<file path="src/rtl/flash_seq_pkg.sv">
package flash_seq_pkg;

    localparam int unsigned ADDR_W = 24;
    localparam int unsigned PAGE_W = 8;

    typedef enum logic [1:0] {
        OP_PROG  = 2'd0,
        OP_SECT  = 2'd1,
        OP_CHIP  = 2'd2,
        OP_WSTAT = 2'd3
    } fop_e;

    typedef enum logic [2:0] {
        ST_IDLE,
        ST_GAP,
        ST_WREN,
        ST_WELCHK,
        ST_CMD,
        ST_POLL,
        ST_FINISH
    } fst_e;

    localparam logic [7:0] INS_WREN = 8'h06;
    localparam logic [7:0] INS_RDSR = 8'h05;
    localparam logic [7:0] INS_PP   = 8'h02;
    localparam logic [7:0] INS_SE   = 8'hD8;
    localparam logic [7:0] INS_BE   = 8'hC7;
    localparam logic [7:0] INS_WRSR = 8'h01;

endpackage

</file>
<file path="src/rtl/flash_byte_shift.sv">
// One mode-0 byte transfer: MSB first, sample on rising, shift on falling.
module flash_byte_shift #(
    parameter int unsigned HALF = 2
) (
    input  logic       clk,
    input  logic       rst_n,
    input  logic       start,
    input  logic [7:0] tx,
    input  logic       miso,
    output logic       sclk,
    output logic       mosi,
    output logic       done,
    output logic [7:0] rx
);
    localparam int unsigned HW = (HALF > 1) ? $clog2(HALF) : 1;

    logic          active;
    logic [HW-1:0] hcnt;
    logic [2:0]    bitn;
    logic [7:0]    sh;

    always_ff @(posedge clk or negedge rst_n) begin
        if (!rst_n) begin
            active <= 1'b0;
            hcnt   <= '0;
            bitn   <= '0;
            sh     <= '0;
            sclk   <= 1'b0;
            done   <= 1'b0;
            rx     <= '0;
        end else begin
            done <= 1'b0;
            if (start && !active) begin
                active <= 1'b1;
                sh     <= tx;
                hcnt   <= '0;
                bitn   <= '0;
                sclk   <= 1'b0;
            end else if (active) begin
                if (hcnt == HW'(HALF - 1)) begin
                    hcnt <= '0;
                    sclk <= ~sclk;
                    if (!sclk) begin
                        rx <= {rx[6:0], miso};
                    end else begin
                        sh   <= {sh[6:0], 1'b0};
                        bitn <= bitn + 3'd1;
                        if (bitn == 3'd7) begin
                            active <= 1'b0;
                            done   <= 1'b1;
                        end
                    end
                end else begin
                    hcnt <= hcnt + HW'(1);
                end
            end
        end
    end

    assign mosi = sh[7];

endmodule

</file>
<file path="src/rtl/flash_gap_timer.sv">
// Counts the chip-select idle time between frames.
module flash_gap_timer #(
    parameter int unsigned CYC = 8
) (
    input  logic clk,
    input  logic rst_n,
    input  logic load,
    output logic expired
);
    localparam int unsigned W = $clog2(CYC + 1);

    logic [W-1:0] cnt;

    always_ff @(posedge clk or negedge rst_n) begin
        if (!rst_n)            cnt <= '0;
        else if (load)         cnt <= W'(CYC - 1);
        else if (cnt != '0)    cnt <= cnt - W'(1);
    end

    assign expired = (cnt == '0) && !load;

endmodule

</file>
<file path="src/rtl/flash_seq.sv">
module flash_seq
    import flash_seq_pkg::*;
#(
    parameter int unsigned CLK_HALF = 4,
    parameter int unsigned LEN_W    = 10,
    parameter int unsigned POLL_MAX = 100000
) (
    input  logic                clk,
    input  logic                rst_n,
    input  logic                cmd_valid,
    output logic                cmd_ready,
    input  logic [1:0]          cmd_op,
    input  logic [ADDR_W-1:0]   cmd_addr,
    input  logic [LEN_W-1:0]    cmd_len,
    input  logic [7:0]          cmd_sr,
    output logic [LEN_W-1:0]    buf_addr,
    input  logic [7:0]          buf_data,
    output logic                spi_cs_n,
    output logic                spi_sclk,
    output logic                spi_mosi,
    input  logic                spi_miso,
    output logic                done,
    output logic                err
);
    localparam int unsigned GAP_CYC = 4 * CLK_HALF;
    localparam int unsigned PW      = $clog2(POLL_MAX + 1);
    localparam int unsigned BI_W    = PAGE_W + 2;

    fst_e              state, nxt, ret_st, nxt_ret;
    fop_e              op_q;
    logic [ADDR_W-1:0] cur_addr;
    logic [LEN_W-1:0]  remain, buf_ptr;
    logic [7:0]        sr_q, tx_byte, x_rx;
    logic [BI_W-1:0]   bidx, flen;
    logic [PW-1:0]     pcnt;
    logic [PAGE_W:0]   page_room, blen;
    logic              issued, err_q, x_start, x_done, gap_load, gap_exp;
    logic              last_byte, frame_end, set_err;

    flash_byte_shift #(.HALF(CLK_HALF)) u_shift (
        .clk(clk), .rst_n(rst_n), .start(x_start), .tx(tx_byte), .miso(spi_miso),
        .sclk(spi_sclk), .mosi(spi_mosi), .done(x_done), .rx(x_rx)
    );

    flash_gap_timer #(.CYC(GAP_CYC)) u_gap (
        .clk(clk), .rst_n(rst_n), .load(gap_load), .expired(gap_exp)
    );

    // Burst size: what is left, clipped at the end of the current page.
    always_comb begin
        page_room = (PAGE_W+1)'(1 << PAGE_W) - {1'b0, cur_addr[PAGE_W-1:0]};
        if ((LEN_W+1)'(remain) < (LEN_W+1)'(page_room)) blen = (PAGE_W+1)'(remain);
        else                                             blen = page_room;
    end

    // Frame length and the byte at the current position.
    always_comb begin
        flen    = BI_W'(1);
        tx_byte = 8'h00;
        unique case (state)
            ST_WREN: tx_byte = INS_WREN;
            ST_WELCHK, ST_POLL: begin
                flen    = BI_W'(2);
                tx_byte = (bidx == '0) ? INS_RDSR : 8'h00;
            end
            ST_CMD: begin
                unique case (op_q)
                    OP_PROG:  flen = BI_W'(4) + BI_W'(blen);
                    OP_SECT:  flen = BI_W'(4);
                    OP_CHIP:  flen = BI_W'(1);
                    OP_WSTAT: flen = BI_W'(2);
                    default:  flen = BI_W'(1);
                endcase
                if (bidx == BI_W'(0)) begin
                    unique case (op_q)
                        OP_PROG:  tx_byte = INS_PP;
                        OP_SECT:  tx_byte = INS_SE;
                        OP_CHIP:  tx_byte = INS_BE;
                        OP_WSTAT: tx_byte = INS_WRSR;
                        default:  tx_byte = INS_BE;
                    endcase
                end else if (bidx == BI_W'(1)) tx_byte = (op_q == OP_WSTAT) ? sr_q : cur_addr[23:16];
                else if (bidx == BI_W'(2))     tx_byte = cur_addr[15:8];
                else if (bidx == BI_W'(3))     tx_byte = cur_addr[7:0];
                else                           tx_byte = buf_data;
            end
            default: ;
        endcase
    end

    assign last_byte = (bidx == flen - BI_W'(1));
    assign frame_end = x_done && last_byte;

    // Next state and outputs.
    always_comb begin
        nxt       = state;
        nxt_ret   = ret_st;
        gap_load  = 1'b0;
        x_start   = 1'b0;
        set_err   = 1'b0;
        spi_cs_n  = 1'b1;
        cmd_ready = 1'b0;
        done      = 1'b0;
        unique case (state)
            ST_IDLE: begin
                cmd_ready = 1'b1;
                if (cmd_valid) begin
                    if (cmd_op == OP_PROG && cmd_len == '0) nxt = ST_FINISH;
                    else begin nxt = ST_GAP; nxt_ret = ST_WREN; gap_load = 1'b1; end
                end
            end
            ST_GAP: if (gap_exp) nxt = ret_st;
            ST_WREN, ST_WELCHK, ST_CMD, ST_POLL: begin
                spi_cs_n = 1'b0;
                x_start  = !issued;
                if (frame_end) begin
                    nxt      = ST_GAP;
                    gap_load = 1'b1;
                    unique case (state)
                        ST_WREN:   nxt_ret = ST_WELCHK;
                        ST_WELCHK: begin
                            nxt_ret = ST_CMD;
                            if (!x_rx[1]) begin nxt = ST_FINISH; gap_load = 1'b0; set_err = 1'b1; end
                        end
                        ST_CMD:    nxt_ret = ST_POLL;
                        default: begin
                            if (!x_rx[0]) begin
                                if (op_q == OP_PROG && remain != '0) nxt_ret = ST_WREN;
                                else begin nxt = ST_FINISH; gap_load = 1'b0; end
                            end else if (pcnt == PW'(POLL_MAX - 1)) begin
                                nxt = ST_FINISH; gap_load = 1'b0; set_err = 1'b1;
                            end else nxt_ret = ST_POLL;
                        end
                    endcase
                end
            end
            ST_FINISH: begin
                done = 1'b1;
                nxt  = ST_IDLE;
            end
            default: nxt = ST_IDLE;
        endcase
    end

    assign err      = done && err_q;
    assign buf_addr = buf_ptr;

    always_ff @(posedge clk or negedge rst_n) begin
        if (!rst_n) begin
            state    <= ST_IDLE;
            ret_st   <= ST_WREN;
            op_q     <= OP_PROG;
            cur_addr <= '0;
            remain   <= '0;
            buf_ptr  <= '0;
            sr_q     <= '0;
            bidx     <= '0;
            pcnt     <= '0;
            issued   <= 1'b0;
            err_q    <= 1'b0;
        end else begin
            state <= nxt;
            if (gap_load) ret_st <= nxt_ret;
            if (set_err)  err_q  <= 1'b1;
            if (state == ST_IDLE && cmd_valid) begin
                op_q     <= fop_e'(cmd_op);
                cur_addr <= cmd_addr;
                remain   <= cmd_len;
                sr_q     <= cmd_sr;
                buf_ptr  <= '0;
                err_q    <= 1'b0;
            end
            if (x_start) issued <= 1'b1;
            if (x_done) begin
                issued <= 1'b0;
                bidx   <= last_byte ? '0 : bidx + BI_W'(1);
                if (state == ST_CMD && op_q == OP_PROG && bidx >= BI_W'(4))
                    buf_ptr <= buf_ptr + LEN_W'(1);
            end
            if (state == ST_CMD && frame_end) begin
                pcnt <= '0;
                if (op_q == OP_PROG) begin
                    cur_addr <= cur_addr + ADDR_W'(blen);
                    remain   <= remain - LEN_W'(blen);
                end
            end
            if (state == ST_POLL && frame_end && x_rx[0]) pcnt <= pcnt + PW'(1);
        end
    end

endmodule

</file>
<file path="config.mk">
export PLATFORM = sky130hd
export DESIGN_NAME = flash_seq
export DESIGN_NICKNAME = d
export VERILOG_FILES = /design/src/rtl/flash_seq_pkg.sv /design/src/rtl/flash_byte_shift.sv /design/src/rtl/flash_gap_timer.sv /design/src/rtl/flash_seq.sv
export SDC_FILE = /design/constraint.sdc
export NUM_CORES = 1
export LEC_CHECK = 0
export ABC_AREA = 1
export BUFFER_PORTS_ARGS = -buffer_cell sky130_fd_sc_hd__clkbuf_2
export CORE_UTILIZATION = 40
export CTS_CLUSTER_DIAMETER = 50
export DETAILED_ROUTE_END_ITERATION = 10
export HOLD_SLACK_MARGIN = 0.12
export PLACE_DENSITY = 0.65
export REMOVE_ABC_BUFFERS = 1
export SLEW_MARGIN = 30
export SYNTH_ARGS = -nofsm -noshare
export SYNTH_HDL_FRONTEND = slang
export SYNTH_HIERARCHICAL = 1
export SYNTH_SLANG_ARGS = --single-unit
</file>
<file path="constraint.sdc">
create_clock -name clk -period 8.5 [get_ports clk]
set_input_delay 1.7 -clock clk [delete_from_list [all_inputs] [get_ports clk]]
set_output_delay 1.7 -clock clk [all_outputs]
set_load 0.02 [all_outputs]
</file>
Yosys cells after proc, flatten, opt, wreduce, memory -nomap -nowiden
Index checks and enable logic that the tools add are counted.

storage, ports and cells
  register bits after elaboration = 112
  latch bits = 0
  RAM bits = 0
  bits in read-only memories = 0
  input bits = 56
  word-level logic and storage cells = 185
  memories kept = 0

operators by class
  add/sub/neg operators = 11
  multipliers = 0
  div/mod/pow operators = 0
  $lt $le $gt $ge = 2
  equal/unequal tests = 22
  shift operators = 0
  multiplexer cells = 90
  bitwise gates (word level) = 2
  reduce and logical (&&, ||, !) cells = 39

operators with widths
  kind                   number
  $mux 24                3
  $mux 8                 9
  $mux 10                7
  $mux 3                 19
  $pmux 10 s4            1
  $mux 17                2
  $mux 1                 33
  $pmux 8 s4             1
  $add 24x9->24          1
  $pmux 8 s3             1
  $add 10x1->10 const B  2
  $eq 10x2->1 const B    2
  $logic_not 10->1       2
  $pmux 10 s2            1
  $pmux 3 s3             2
  $add 17x1->17 const B  1
  $eq 17x17->1 const B   1
  $reduce_bool 2->1      8
  $eq 3x3->1 const B     4
  $logic_and 1x1->1      12
  $pmux 3 s2             2
  $add 3x9->10 const A   1
  $eq 10x1->1 const B    1
  $eq 10x10->1           1
  other kinds (32)       49

Logic depth before layout (Yosys ltp)
  depth in word-level cells = 15
  mapped depth = 36
  depth with buffers taken out = 35

Modules after synthesis
Netlist, hierarchy kept.

by module, submodules not included
  module            instances  cells an instance  area an instance (µm²)  sequential area each (µm²)
  flash_seq         1          1,055              7,340.8                 2,228.4
  flash_byte_shift  1          133                1,104.8                 600.6
  flash_gap_timer   1          33                 259.0                   125.1

Worst setup path after synthesis
No wires, ideal clock.

  kind = register to register
  start = reg cur_addr[2]
  end = reg cur_addr[20]
  setup time = 0.071 ns
  arrival time = 4.188 ns
  required time = 8.429 ns
  slack = 4.241 ns
  stages on the path, launching flop included = 33
  clock period less this slack = 4.259 ns
  path through = dfrtp_1 > nor3_2 > nand3_1 > nor2_1 > nand2_1 > nand2_1 > inv_1 > ha_1 > nand2_2 > inv_1 > a21oi_2 > nand3_2 > buf_6 > nand2_1 > nand2_1 > ha_1 > fa_1 > nand3_1 > nand2_1 > a21oi_1 > o21bai_1 > nand2_1 > nand2_1 > a21oi_1 > nor2_1 > o21ai_0 > nor2_1 > nand3_1 > nor2_1 > nand3_1 > xor2_1 > nor2_1 > nor2_1

between the ends
  cells in the longest elaborated chain, start to end = 11
  elaborated cells on any way between the ends = 13
  classes of those cells = add/sub (4); order compare (1); eq/ne (1); mux (5); reduce/logical (2)

RTL lines
  item                    line              source
  start, declared         flash_seq.sv:31   logic [ADDR_W-1:0] cur_addr;
  start signal, assigned  flash_seq.sv:167  cur_addr <= cmd_addr;
  start signal, assigned  flash_seq.sv:183  cur_addr <= cur_addr + ADDR_W'(blen);
  $sub 9x8->9             flash_seq.sv:51   page_room = (PAGE_W+1)'(1 << PAGE_W) - {1'b0, cur_addr[PAGE_W-1:0]};
  $lt 10x9->1             flash_seq.sv:52   if ((LEN_W+1)'(remain) < (LEN_W+1)'(page_room)) blen = (PAGE_W+1)'(remain);
  $mux 9                  flash_seq.sv:52
  $add 3x9->10            flash_seq.sv:68   OP_PROG: flen = BI_W'(4) + BI_W'(blen);
  $pmux 10 s4             flash_seq.sv:67   unique case (op_q)
  $pmux 10 s2             flash_seq.sv:60   unique case (state)
  $sub 10x1->10           flash_seq.sv:91   assign last_byte = (bidx == flen - BI_W'(1));
  $eq 10x10->1            flash_seq.sv:91
  $logic_and 1x1->1       flash_seq.sv:92   assign frame_end = x_done && last_byte;
  $logic_and 1x1->1       flash_seq.sv:180  if (state == ST_CMD && frame_end) begin
  $mux 24 (*)             flash_seq.sv:180

Every way passes the cells marked *; elsewhere a longest branch is shown, timed or not.
A chain may end at the register's enable or synchronous reset.

Final worst setup path
  start = reg cur_addr[0]
  end = reg remain[2]

between the ends
  cells in the longest elaborated chain, start to end = 11
  elaborated cells on any way between the ends = 13
  classes of those cells = add/sub (4); order compare (1); eq/ne (1); mux (5); reduce/logical (2)

RTL lines
  item                  line              source
  $sub 9x8->9 (*)       flash_seq.sv:51
  $lt 10x9->1           flash_seq.sv:52
  $mux 9 (*)            flash_seq.sv:52
  $add 3x9->10          flash_seq.sv:68
  $pmux 10 s4           flash_seq.sv:67
  $pmux 10 s2           flash_seq.sv:60
  $sub 10x1->10         flash_seq.sv:91
  $eq 10x10->1          flash_seq.sv:91
  $logic_and 1x1->1     flash_seq.sv:92
  $logic_and 1x1->1     flash_seq.sv:180
  $mux 10 (*)           flash_seq.sv:180
  end signal, assigned  flash_seq.sv:168  remain <= cmd_len;
  end signal, assigned  flash_seq.sv:184  remain <= remain - LEN_W'(blen);
  end, declared         flash_seq.sv:32   logic [LEN_W-1:0] remain, buf_ptr;

Marks and branches as above.

==> results.txt <==
The row count is 52, and the final sum of negative setup slack is 0 ps. Summing every instance area after synthesis gives 8480 sq um. The relative max-transition margin was 43.5%. The clock drives 112 sinks. The tools report the number of global-route vias before repair as 7559. The final layout contains routed wiring with a total length of 21800 um. Setup violations remaining at the end of the flow were counted as 0. The floorplan step set the die height to 148 um. The filler cells instantiated in the layout total 2109. After routing the design area is 9350 sq um. Registers take 2800 sq um. At the later pin of the worst-skew pair, clock insertion delay measures 370 ps.

The share of the cycle needed by the critical path after routing was 64.1%; the power per standard cell area was 352 nW/um^2. The top fanout value on the critical path is 42, and the number of violations of the max-capacitance limit is 0. Dividing the detail-routed via count by the number of cells gives 5.19.

In the routed design, unresolved DRC markers number 0. A synthesized cell averages 7.08 sq um. The run gives 511 as the DRC violation total after the first TritonRoute iteration. For the pin with the worst max-slew slack, the measured transition is 845 ps. Clock tree synthesis selected as its root buffer the cell sky130_fd_sc_hd__clkbuf_16. The first global-routing pass estimated 36900 um of wire.

Pin count of the biggest net entering global routing: 66. In this run the post-CTS setup repair buffer count came out at 0. The H-tree was split into 3 levels. STA puts the critical path data required time at 8720 ps.

The routed length per placed instance is 14.3 um, and the number of detailed-route iterations in the first pass is 5. Setup repair after global routing left no endpoint under its margin. The critical path endpoint category is a flop.

72 I/O pins were placed. The worst path needs 5450 ps of the cycle, external delays included. The layout overhead on the synthesized area came out at 10.3%.

The number of instances in the synthesized netlist is 1197. The static leakage power came out at 4.74 nW. The library cell contributing the largest single delay on the critical path is sky130_fd_sc_hd__nand2_2. Buffers inserted to repair hold after CTS numbered 0. For the worst setup path, the data arrival time is 5670 ps.

Overall via count from detail_route: 7904. For the initial cell density of the core, the log shows 41.4%. The final antenna diode count was 0.

In this run the cell area measured after placement is 9040 sq um. The run finished with clean final reports. The count of nets left with antenna violations after detail routing was 0. Cells fill 45.6% of the core in the end. Measured along the x axis, the die boundary spans 148 um. The multi-input combinational cells in the finished layout cover a total of 4870 sq um. Critical path launch point type: a flop. Cells with a size suffix above 1 make up 12.4% of the layout. The logs give 0 for the max-slew violation count and 0.927 for the final RePlAce weighted congestion.

Class of the most critical setup path: reg2reg. The logs give 0.164 mV for the worst supply voltage drop on vdd and 0 for the number of endpoints with negative hold slack in the final report. Clock skew on the completed layout was measured at 13.4 ps. Largest stage delay on the critical path: 480 ps. TritonCTS built the clock tree. The core region is 20500 sq um.

The path class of the tightest hold or removal check is reg2reg. Detailed placement ended at an HPWL of 16600 um. The logs give 21.2% for the global-route usage over all layers and 0 for the post-cts repair resize count. For the remaining global-route overflow, the log shows 0. The count of buffers added on input and output ports is 71.

After clock tree synthesis, the clock-pin slew on the worst setup and hold paths is 90 ps. The final net count was 1353; the initial antenna violation count was 0. The total CTS buffers is 9, and the buffer depth of the longest clock path is 2. Upper clock frequency limit: 184 MHz.

The most numerous cell type found on the critical path is sky130_fd_sc_hd__nand2_1. The run gives 21800 sq um as the area of the die. Yosys printed 6 warnings.
-- layer usage --
metal / vias to the layer above / wire, um / global-route usage [%]
met2: 170 / 10000 / 35.0
li1: 4022 / - / -
met1: 3677 / 10300 / 28.0
met4: 0 / 541 / 7.16
met5: - / 0 / 0
met3: 35 / 935 / 3.86
-- final timing paths --
path | from | endpoint | slack [ps] | cells after the start
setup / recovery | cur_addr[0] | remain[2] | 3050 | 30
hold / removal | ret_st[1] | ret_st[1] | 470 | 2
setup reg to reg | cur_addr[0] | remain[2] | 3050 | 30
hold reg to reg | ret_st[1] | ret_st[1] | 470 | 2
max in group asynchronous | rst_n | ret_st[1] | 6010 | 3
min in group asynchronous | rst_n | remain[0] | 1330 | 1
-- sequential cells by signal, indices dropped and copies added (netlist names), 2 cells and up --
name	flops
sr_q	8
u_shift/hcnt	2
u_shift/sh	8
state	3
u_shift/bitn	3
u_shift/rx	2
u_gap/cnt	5
op_q	2
pcnt	17
ret_st	3
cur_addr	24
remain	10
buf_addr	10
bidx	10
-- cell usage in the layout, fill, tap and decap left out, drive strengths merged, types with 4 or more instances in the layout --
| master | instances |
|---|---|
| o21ai | 76 |
| ha | 46 |
| a21oi | 35 |
| inv | 167 |
| nand3b | 6 |
| or2 | 9 |
| clkbuf | 79 |
| o211ai | 35 |
| nand3 | 95 |
| xor2 | 33 |
| nand2 | 322 |
| nand4 | 32 |
| nor4 | 9 |
| nor2 | 129 |
| buf | 5 |
| nor3 | 17 |
| xnor2 | 12 |
| o21bai | 4 |
| dfrtp | 111 |
| a31oi | 6 |
-- power by group --
part | total, mW | internal, mW | leakage (nW) | switching, mW
combinational | 1.97 | 0.735 | 3.18 | 1.24
clock | 0.457 | 0.215 | 0.153 | 0.241
sequential | 0.868 | 0.694 | 1.41 | 0.174
total | 3.30 | 1.64 | 4.74 | 1.65
-- worst max-delay path: cells and delay by family (launching register included) --
family	cells	cell delay, ps
xor+xnor	1	150
simple gates	17	2640
flops	1	460
fa+ha+maj	3	720
buf+inv	6	530
compound gates	3	800
-- per-stage QoR --
stage	hold slack [ps]	std cells	total power [mW]	setup slack (ps)
2_1_floorplan	442	1163	2.36	3910
3_3_place_gp	456	1507	2.79	3320
3_5_place_dp	464	1508	2.83	3160
4_1_cts	480	1524	3.30	3150
5_1_grt	509	1524	3.64	2470
6_report	473	1524	3.30	3050
-- final cells by class --
class,count,share of cell area (%)
sequential,112,30.0
multi-input combinational,888,52.1
inverter,163,6.57
timing repair buffer,75,4.36
tap,270,3.61
clock buffer,9,2.41
clock inverter,7,0.950
(Power assumes the default switching activity.)
